File: src/rtl/vip_pkg.sv
package vip_pkg;
    typedef enum logic [1:0] {
        SEL_NONE = 2'd0,
        SEL_VEC  = 2'd1,
        SEL_IN   = 2'd2,
        SEL_OUT  = 2'd3
    } rsel_e;
endpackage

File: src/rtl/vip_decode.sv
module vip_decode
    import vip_pkg::*;
#(
    parameter int ADDR_W = 16,
    parameter logic [ADDR_W-1:0] IN_ADDR  = 16'h8000,
    parameter logic [ADDR_W-1:0] OUT_ADDR = 16'h8001
) (
    input  logic [ADDR_W-1:0] addr,
    input  logic              rd,
    input  logic              wr,
    input  logic              ack,
    output logic              take_in,
    output logic              wr_out,
    output rsel_e             sel
);
    logic hit_in;
    logic hit_out;

    always_comb begin
        hit_in  = (addr == IN_ADDR);
        hit_out = (addr == OUT_ADDR);
        // A read under acknowledge is not a register read.
        take_in = rd && hit_in && !ack;
        wr_out  = wr && hit_out;
        if (ack)                 sel = SEL_VEC;
        else if (rd && hit_in)   sel = SEL_IN;
        else if (rd && hit_out)  sel = SEL_OUT;
        else                     sel = SEL_NONE;
    end
endmodule

File: src/rtl/vip_capture.sv
module vip_capture #(
    parameter int DATA_W = 8
) (
    input  logic              clk,
    input  logic              rst_n,
    input  logic              arrive_valid,
    input  logic [DATA_W-1:0] arrive_data,
    input  logic              take_in,
    output logic [DATA_W-1:0] in_data,
    output logic              irq,
    output logic              overrun
);
    typedef struct packed {
        logic [DATA_W-1:0] data;
        logic              req;
        logic              ovr;
    } cap_t;

    cap_t cap_d, cap_q;

    always_comb begin
        cap_d = cap_q;
        if (take_in) cap_d.req = 1'b0;
        if (arrive_valid) begin
            cap_d.data = arrive_data;
            cap_d.req  = 1'b1;
            if (cap_q.req && !take_in) cap_d.ovr = 1'b1;
        end
    end

    always_ff @(posedge clk or negedge rst_n) begin
        if (!rst_n) cap_q <= '0;
        else        cap_q <= cap_d;
    end

    assign in_data = cap_q.data;
    assign irq     = cap_q.req;
    assign overrun = cap_q.ovr;

    assert_irq_after_arrival_R2: assert property (@(posedge clk) disable iff (!rst_n)
        arrive_valid |=> irq);
    assert_irq_clear_R4: assert property (@(posedge clk) disable iff (!rst_n)
        (take_in && !arrive_valid) |=> !irq);
    assert_irq_hold_R8: assert property (@(posedge clk) disable iff (!rst_n)
        (irq && !take_in) |=> irq);
    assert_overrun_sticky_R6: assert property (@(posedge clk) disable iff (!rst_n)
        overrun |=> overrun);
endmodule

File: src/rtl/vip_outreg.sv
module vip_outreg #(
    parameter int DATA_W = 8
) (
    input  logic              clk,
    input  logic              rst_n,
    input  logic              wr_out,
    input  logic [DATA_W-1:0] wdata,
    output logic [DATA_W-1:0] out_data
);
    logic [DATA_W-1:0] out_d, out_q;

    always_comb begin
        out_d = out_q;
        if (wr_out) out_d = wdata;
    end

    always_ff @(posedge clk or negedge rst_n) begin
        if (!rst_n) out_q <= '0;
        else        out_q <= out_d;
    end

    assign out_data = out_q;

    assert_out_hold_R7: assert property (@(posedge clk) disable iff (!rst_n)
        !wr_out |=> $stable(out_data));
endmodule

File: src/rtl/vip_busmux.sv
module vip_busmux
    import vip_pkg::*;
#(
    parameter int DATA_W = 8,
    parameter int VECTOR = 16
) (
    input  rsel_e             sel,
    input  logic [DATA_W-1:0] in_data,
    input  logic [DATA_W-1:0] out_data,
    output logic [DATA_W-1:0] rdata,
    output logic              drive
);
    localparam logic [DATA_W-1:0] VEC_VAL = DATA_W'(VECTOR);

    always_comb begin
        drive = 1'b1;
        unique case (sel)
            SEL_VEC: rdata = VEC_VAL;
            SEL_IN:  rdata = in_data;
            SEL_OUT: rdata = out_data;
            default: begin
                rdata = '0;
                drive = 1'b0;
            end
        endcase
    end
endmodule

File: src/rtl/vec_irq_periph.sv
module vec_irq_periph
    import vip_pkg::*;
#(
    parameter int ADDR_W = 16,
    parameter int DATA_W = 8,
    parameter logic [ADDR_W-1:0] IN_ADDR  = 16'h8000,
    parameter logic [ADDR_W-1:0] OUT_ADDR = 16'h8001,
    parameter int VECTOR = 16
) (
    input  logic              clk,
    input  logic              rst_n,
    input  logic              arrive_valid,
    input  logic [DATA_W-1:0] arrive_data,
    input  logic [ADDR_W-1:0] bus_addr,
    input  logic [DATA_W-1:0] bus_wdata,
    input  logic              bus_rd,
    input  logic              bus_wr,
    output logic [DATA_W-1:0] bus_rdata,
    output logic              bus_drive,
    output logic              irq,
    input  logic              irq_ack,
    output logic [DATA_W-1:0] out_data,
    output logic              overrun
);
    logic              take_in;
    logic              wr_out;
    rsel_e             sel;
    logic [DATA_W-1:0] in_data;

    vip_decode #(.ADDR_W(ADDR_W), .IN_ADDR(IN_ADDR), .OUT_ADDR(OUT_ADDR)) u_decode (
        .addr(bus_addr), .rd(bus_rd), .wr(bus_wr), .ack(irq_ack),
        .take_in(take_in), .wr_out(wr_out), .sel(sel)
    );

    vip_capture #(.DATA_W(DATA_W)) u_capture (
        .clk(clk), .rst_n(rst_n), .arrive_valid(arrive_valid),
        .arrive_data(arrive_data), .take_in(take_in),
        .in_data(in_data), .irq(irq), .overrun(overrun)
    );

    vip_outreg #(.DATA_W(DATA_W)) u_outreg (
        .clk(clk), .rst_n(rst_n), .wr_out(wr_out),
        .wdata(bus_wdata), .out_data(out_data)
    );

    vip_busmux #(.DATA_W(DATA_W), .VECTOR(VECTOR)) u_busmux (
        .sel(sel), .in_data(in_data), .out_data(out_data),
        .rdata(bus_rdata), .drive(bus_drive)
    );

    assert_vector_R3: assert property (@(posedge clk) disable iff (!rst_n)
        irq_ack |-> (bus_drive && bus_rdata == DATA_W'(VECTOR)));
    assert_quiet_bus_R5: assert property (@(posedge clk) disable iff (!rst_n)
        (!irq_ack && !bus_rd) |-> (!bus_drive && bus_rdata == '0));
endmodule

File: config.mk
export PLATFORM = sky130hd
export DESIGN_NAME = vec_irq_periph
export DESIGN_NICKNAME = d
export VERILOG_FILES = /design/src/rtl/vip_pkg.sv /design/src/rtl/vip_decode.sv /design/src/rtl/vip_capture.sv /design/src/rtl/vip_outreg.sv /design/src/rtl/vip_busmux.sv /design/src/rtl/vec_irq_periph.sv
export SDC_FILE = /design/constraint.sdc
export NUM_CORES = 1
export LEC_CHECK = 0
export BUFFER_PORTS_ARGS = -buffer_cell sky130_fd_sc_hd__buf_2
export CORE_MARGIN = 10
export CORE_UTILIZATION = 41
export CTS_CLUSTER_SIZE = 14
export DETAILED_ROUTE_END_ITERATION = 10
export PLACE_DENSITY = 0.89
export SYNTH_ARGS = -nofsm -noshare
export SYNTH_HDL_FRONTEND = slang
export SYNTH_SLANG_ARGS = --single-unit
File: constraint.sdc
create_clock -name clk -period 1.62 [get_ports clk]
set_input_delay 0.162 -clock clk [delete_from_list [all_inputs] [get_ports clk]]
set_output_delay 0.162 -clock clk [all_outputs]
set_load 0.01 [all_outputs]
==> impl_summary.md <==
Logic synthesis
The number of different library cells used by synthesis comes to 20. The area share of the leading cell type in the synthesized netlist is 50.4%. Ranked by instance count, the synthesized netlist is headed by dfrtp_1 (18), mux2_2 (16), mux2i_1 (8), nor2_1 (8). The cell count after synthesis is 70. Summing the sequential cell areas from Yosys gives 50.4% of the chip area. The largest total area in the synthesized netlist belongs to dfrtp_1. Counting every net in the synthesized netlist gives 108. Yosys printed 0 warnings.

The mean instance size in the synthesized netlist is 12.8 um^2. Of all flip-flops after synthesis, the portion carrying an async set or reset was 100%. The leading cell type by number of instances after synthesis is dfrtp_1. The post-synth design cell area is 893 um^2. Sorting the synthesized cells by area gives the leading types as dfrtp_1 (50%), mux2_2 (20%), mux2i_1 (9.0%). After synthesis the netlist holds a flip-flop and latch count of 18.

The number of enable flip-flop cells after synthesis is 0. The most used flip-flop cell after synthesis is dfrtp_1.

Route
The count of vias placed by the detailed router is 773. For this block, the initial DRC count from the detailed router was 46. For this run, the detailed router's first-pass iteration total came to 2. The average detailed-routed wire length per instance is 16.6 um. The number of design rule violations left after detail routing is 0. The mean number of vias per cell is 4.96. The final wirelength is 2.58 mm. The count of nets left with antenna violations once routing finished came out at 0.

Timing
The clock period could shrink to 1510 ps. The number of hold violations in the final report is 0. At the pin with the least slew margin, the transition time is 393 ps. The count of pins over their slew limit was 0. Final hold analysis gives a worst-case slack of 108 ps. The final period utilization is 93.4%. The normalized max-slew margin is 73.8%.

On the final layout, the worst clock skew is 0.0688 ps. Setup violations remaining at the end of the flow were counted as 0. Based on the critical path, the design can be clocked at up to 661 MHz. The final setup TNS is 0 ps. Setup repair after global routing left no endpoint under its margin.

Global routing
In the global route stage, overall resource usage came out at 10.8%. After global routing the overflow that remains totals 0. The via count of the first global-routing pass is 776. The first-pass GRT wire length is 3.88 mm.

The number of antenna violations at the first check in global routing came to 0. The maximum number of pins on one net before global-route repair is 19.

Clocking
The later pin in the worst-skew pair is clocked with a latency of 270 ps. TritonCTS built the clock tree. Clock tree synthesis found a total of 18 sinks. The setup fix buffers added after clock tree synthesis is 0. The CTS clock-pin slew for the worst setup and hold paths is 100 ps. The number of buffers created by CTS is 3. The number of levels in the clock H-tree is 1. The cell at the root of the clock tree is clkbuf_4. In this run the deepest clock path goes through 2 buffers.

Place
The number of input and output port buffers inserted is 56. Detailed placement ended at an HPWL of 2.16 mm. The weighted congestion reported at the end of routability-driven placement is 0.783.

Critical path
The delay contributed by the slowest stage of the critical path is 440 ps. STA classifies the critical path startpoint as an input port. The path type of the worst setup path is input port to output port. Along the worst path, the maximum fanout reaches 7. The arrival time at the worst endpoint is 1350 ps. STA classifies the critical path endpoint as an output port.

The cell occurring most often along the worst timing path is buf_2. The required time at the endpoint of the critical path is 1460 ps. For this design, the slowest cell found on the critical path is or3_4.

Traced cell by cell, the critical path runs through buf_2 > nor3_1 > nand2_1 > or3_4 > nor2_1 > buf_2.

Floorplanning
The floorplan step defined a die boundary enclosing 4450 um^2. In this run the count of I/O pins placed on the die edge is 57. From bottom edge to top edge, the die measures 66.7 um. The area of the core is 2020 um^2. The horizontal die dimension is 66.7 um.

The initial core utilization is 44.2%. The number of placement rows is 16.

Finish
The repair_antennas step left the layout with diodes totalling 0. The post-layout net count is 169. The number of inserted filler cells in the final layout is 167. Cells with a size suffix above 1 make up 65.1% of the layout. The area growth from synthesis to layout is 41.3%.

Status
The run finished with clean final reports.

Power and ir drop
The analysis attributes to cell leakage a power of 0.644 nW. The largest vdd supply drop is 0.000495 V. Power spread over the standard cell area amounts to 641 nW/um^2.

Min path
The worst min-delay path category is input port to flop.

Run
Max-cap violations in this run came to 0.
==> power breakdown <==
group / internal, W / leakage (nW) / switching [W] / total (W)
combinational: 0.0000689 / 0.407 / 0.0000535 / 0.000122
sequential: 0.000469 / 0.223 / 0.00000974 / 0.000479
clock: 0.0000859 / 0.0138 / 0.000122 / 0.000208
total: 0.000624 / 0.644 / 0.000186 / 0.000809
==> through the flow <==
step	cell area, um^2	cells	power, W	utilization (%)	setup slack, ps
final	1260	156	0.000809	62.4	107
after global routing	1260	156	0.000850	62.4	21.3
after CTS	1240	156	0.000809	61.4	8.20
after detailed placement	1210	152	0.000606	59.8	14.2
after global placement	1210	152	0.000600	59.8	52.1
after floorplan	893	70	0.000536	-	230
==> registers in the layout, indices dropped and copies added, names as in the netlist <==
register           cells
u_outreg.out_data      8
u_capture.overrun      1
u_capture.irq          1
u_capture.in_data      8
==> placed cells by master (no fill, tap or decap), drive strengths merged <==
master	netlist	layout
buf	1	58
dfrtp	18	18
mux2	16	16
nor2	9	9
mux2i	8	8
clkbuf	2	3
nor3	2	2
nor4	2	2
a21oi	2	2
nand3	2	2
or3	2	2
nand2	1	1
nor4b	1	1
or2	1	1
nand2b	1	1
o21bai	1	1
o22a	1	1
dlygate4sd3	0	1
==> logic make-up after synthesis <==
| group | count (synthesis) | synth area share (%) |
|---|---|---|
| buffers and inverters | 3 | 1.40 |
| flip-flops | 18 | 50.4 |
| multiplexers | 24 | 29.1 |
| AND/OR/NAND/NOR | 21 | 16.1 |
| AO/OA/AOI/OAI | 4 | 2.94 |
==> layout make-up <==
type                    instances  area [um^2]  area share (%)
clock buffers                   3         22.5            1.78
well taps                      27         33.8            2.68
flip-flops and latches         18          450            35.7
multi-input cells              49          447            35.4
repair buffers                 59          309            24.5
==> metal layers <==
layer	track usage, %	vias up	part of all wire, %
met5	0	-	0
met4	0.785	0	0
met3	5.18	0	11
met2	19.9	30	51
met1	11.3	374	38
li1	-	369	-
==> final timing paths <==
kind / from / endpoint / slack (ps) / cells past startpoint
setup / recovery: bus_addr[3] / bus_rdata[7] / 110 / 6
hold / removal: bus_wdata[2] / u_outreg.out_data[2] / 110 / 2
setup reg to reg: u_outreg.out_data[7] / u_outreg.out_data[7] / 840 / 1
hold reg to reg: u_capture.in_data[7] / u_capture.in_data[7] / 520 / 1
max in group asynchronous: rst_n / u_capture.in_data[3] / 1000 / 2
min in group asynchronous: rst_n / u_capture.in_data[1] / 340 / 2
==> critical path, delay by kind of cell <==
kind / cells / cell delay [ps]
and+or+nand+nor: 4 / 960
buffers and inverters: 2 / 240
==> repair_timing <==
item,CTS,global route
endpoints found under the hold margin,18,0
setup endpoints to repair,0,8
hold buffers,1,0
gates resized for setup,0,4
Power figures use the tool's default switching activity.
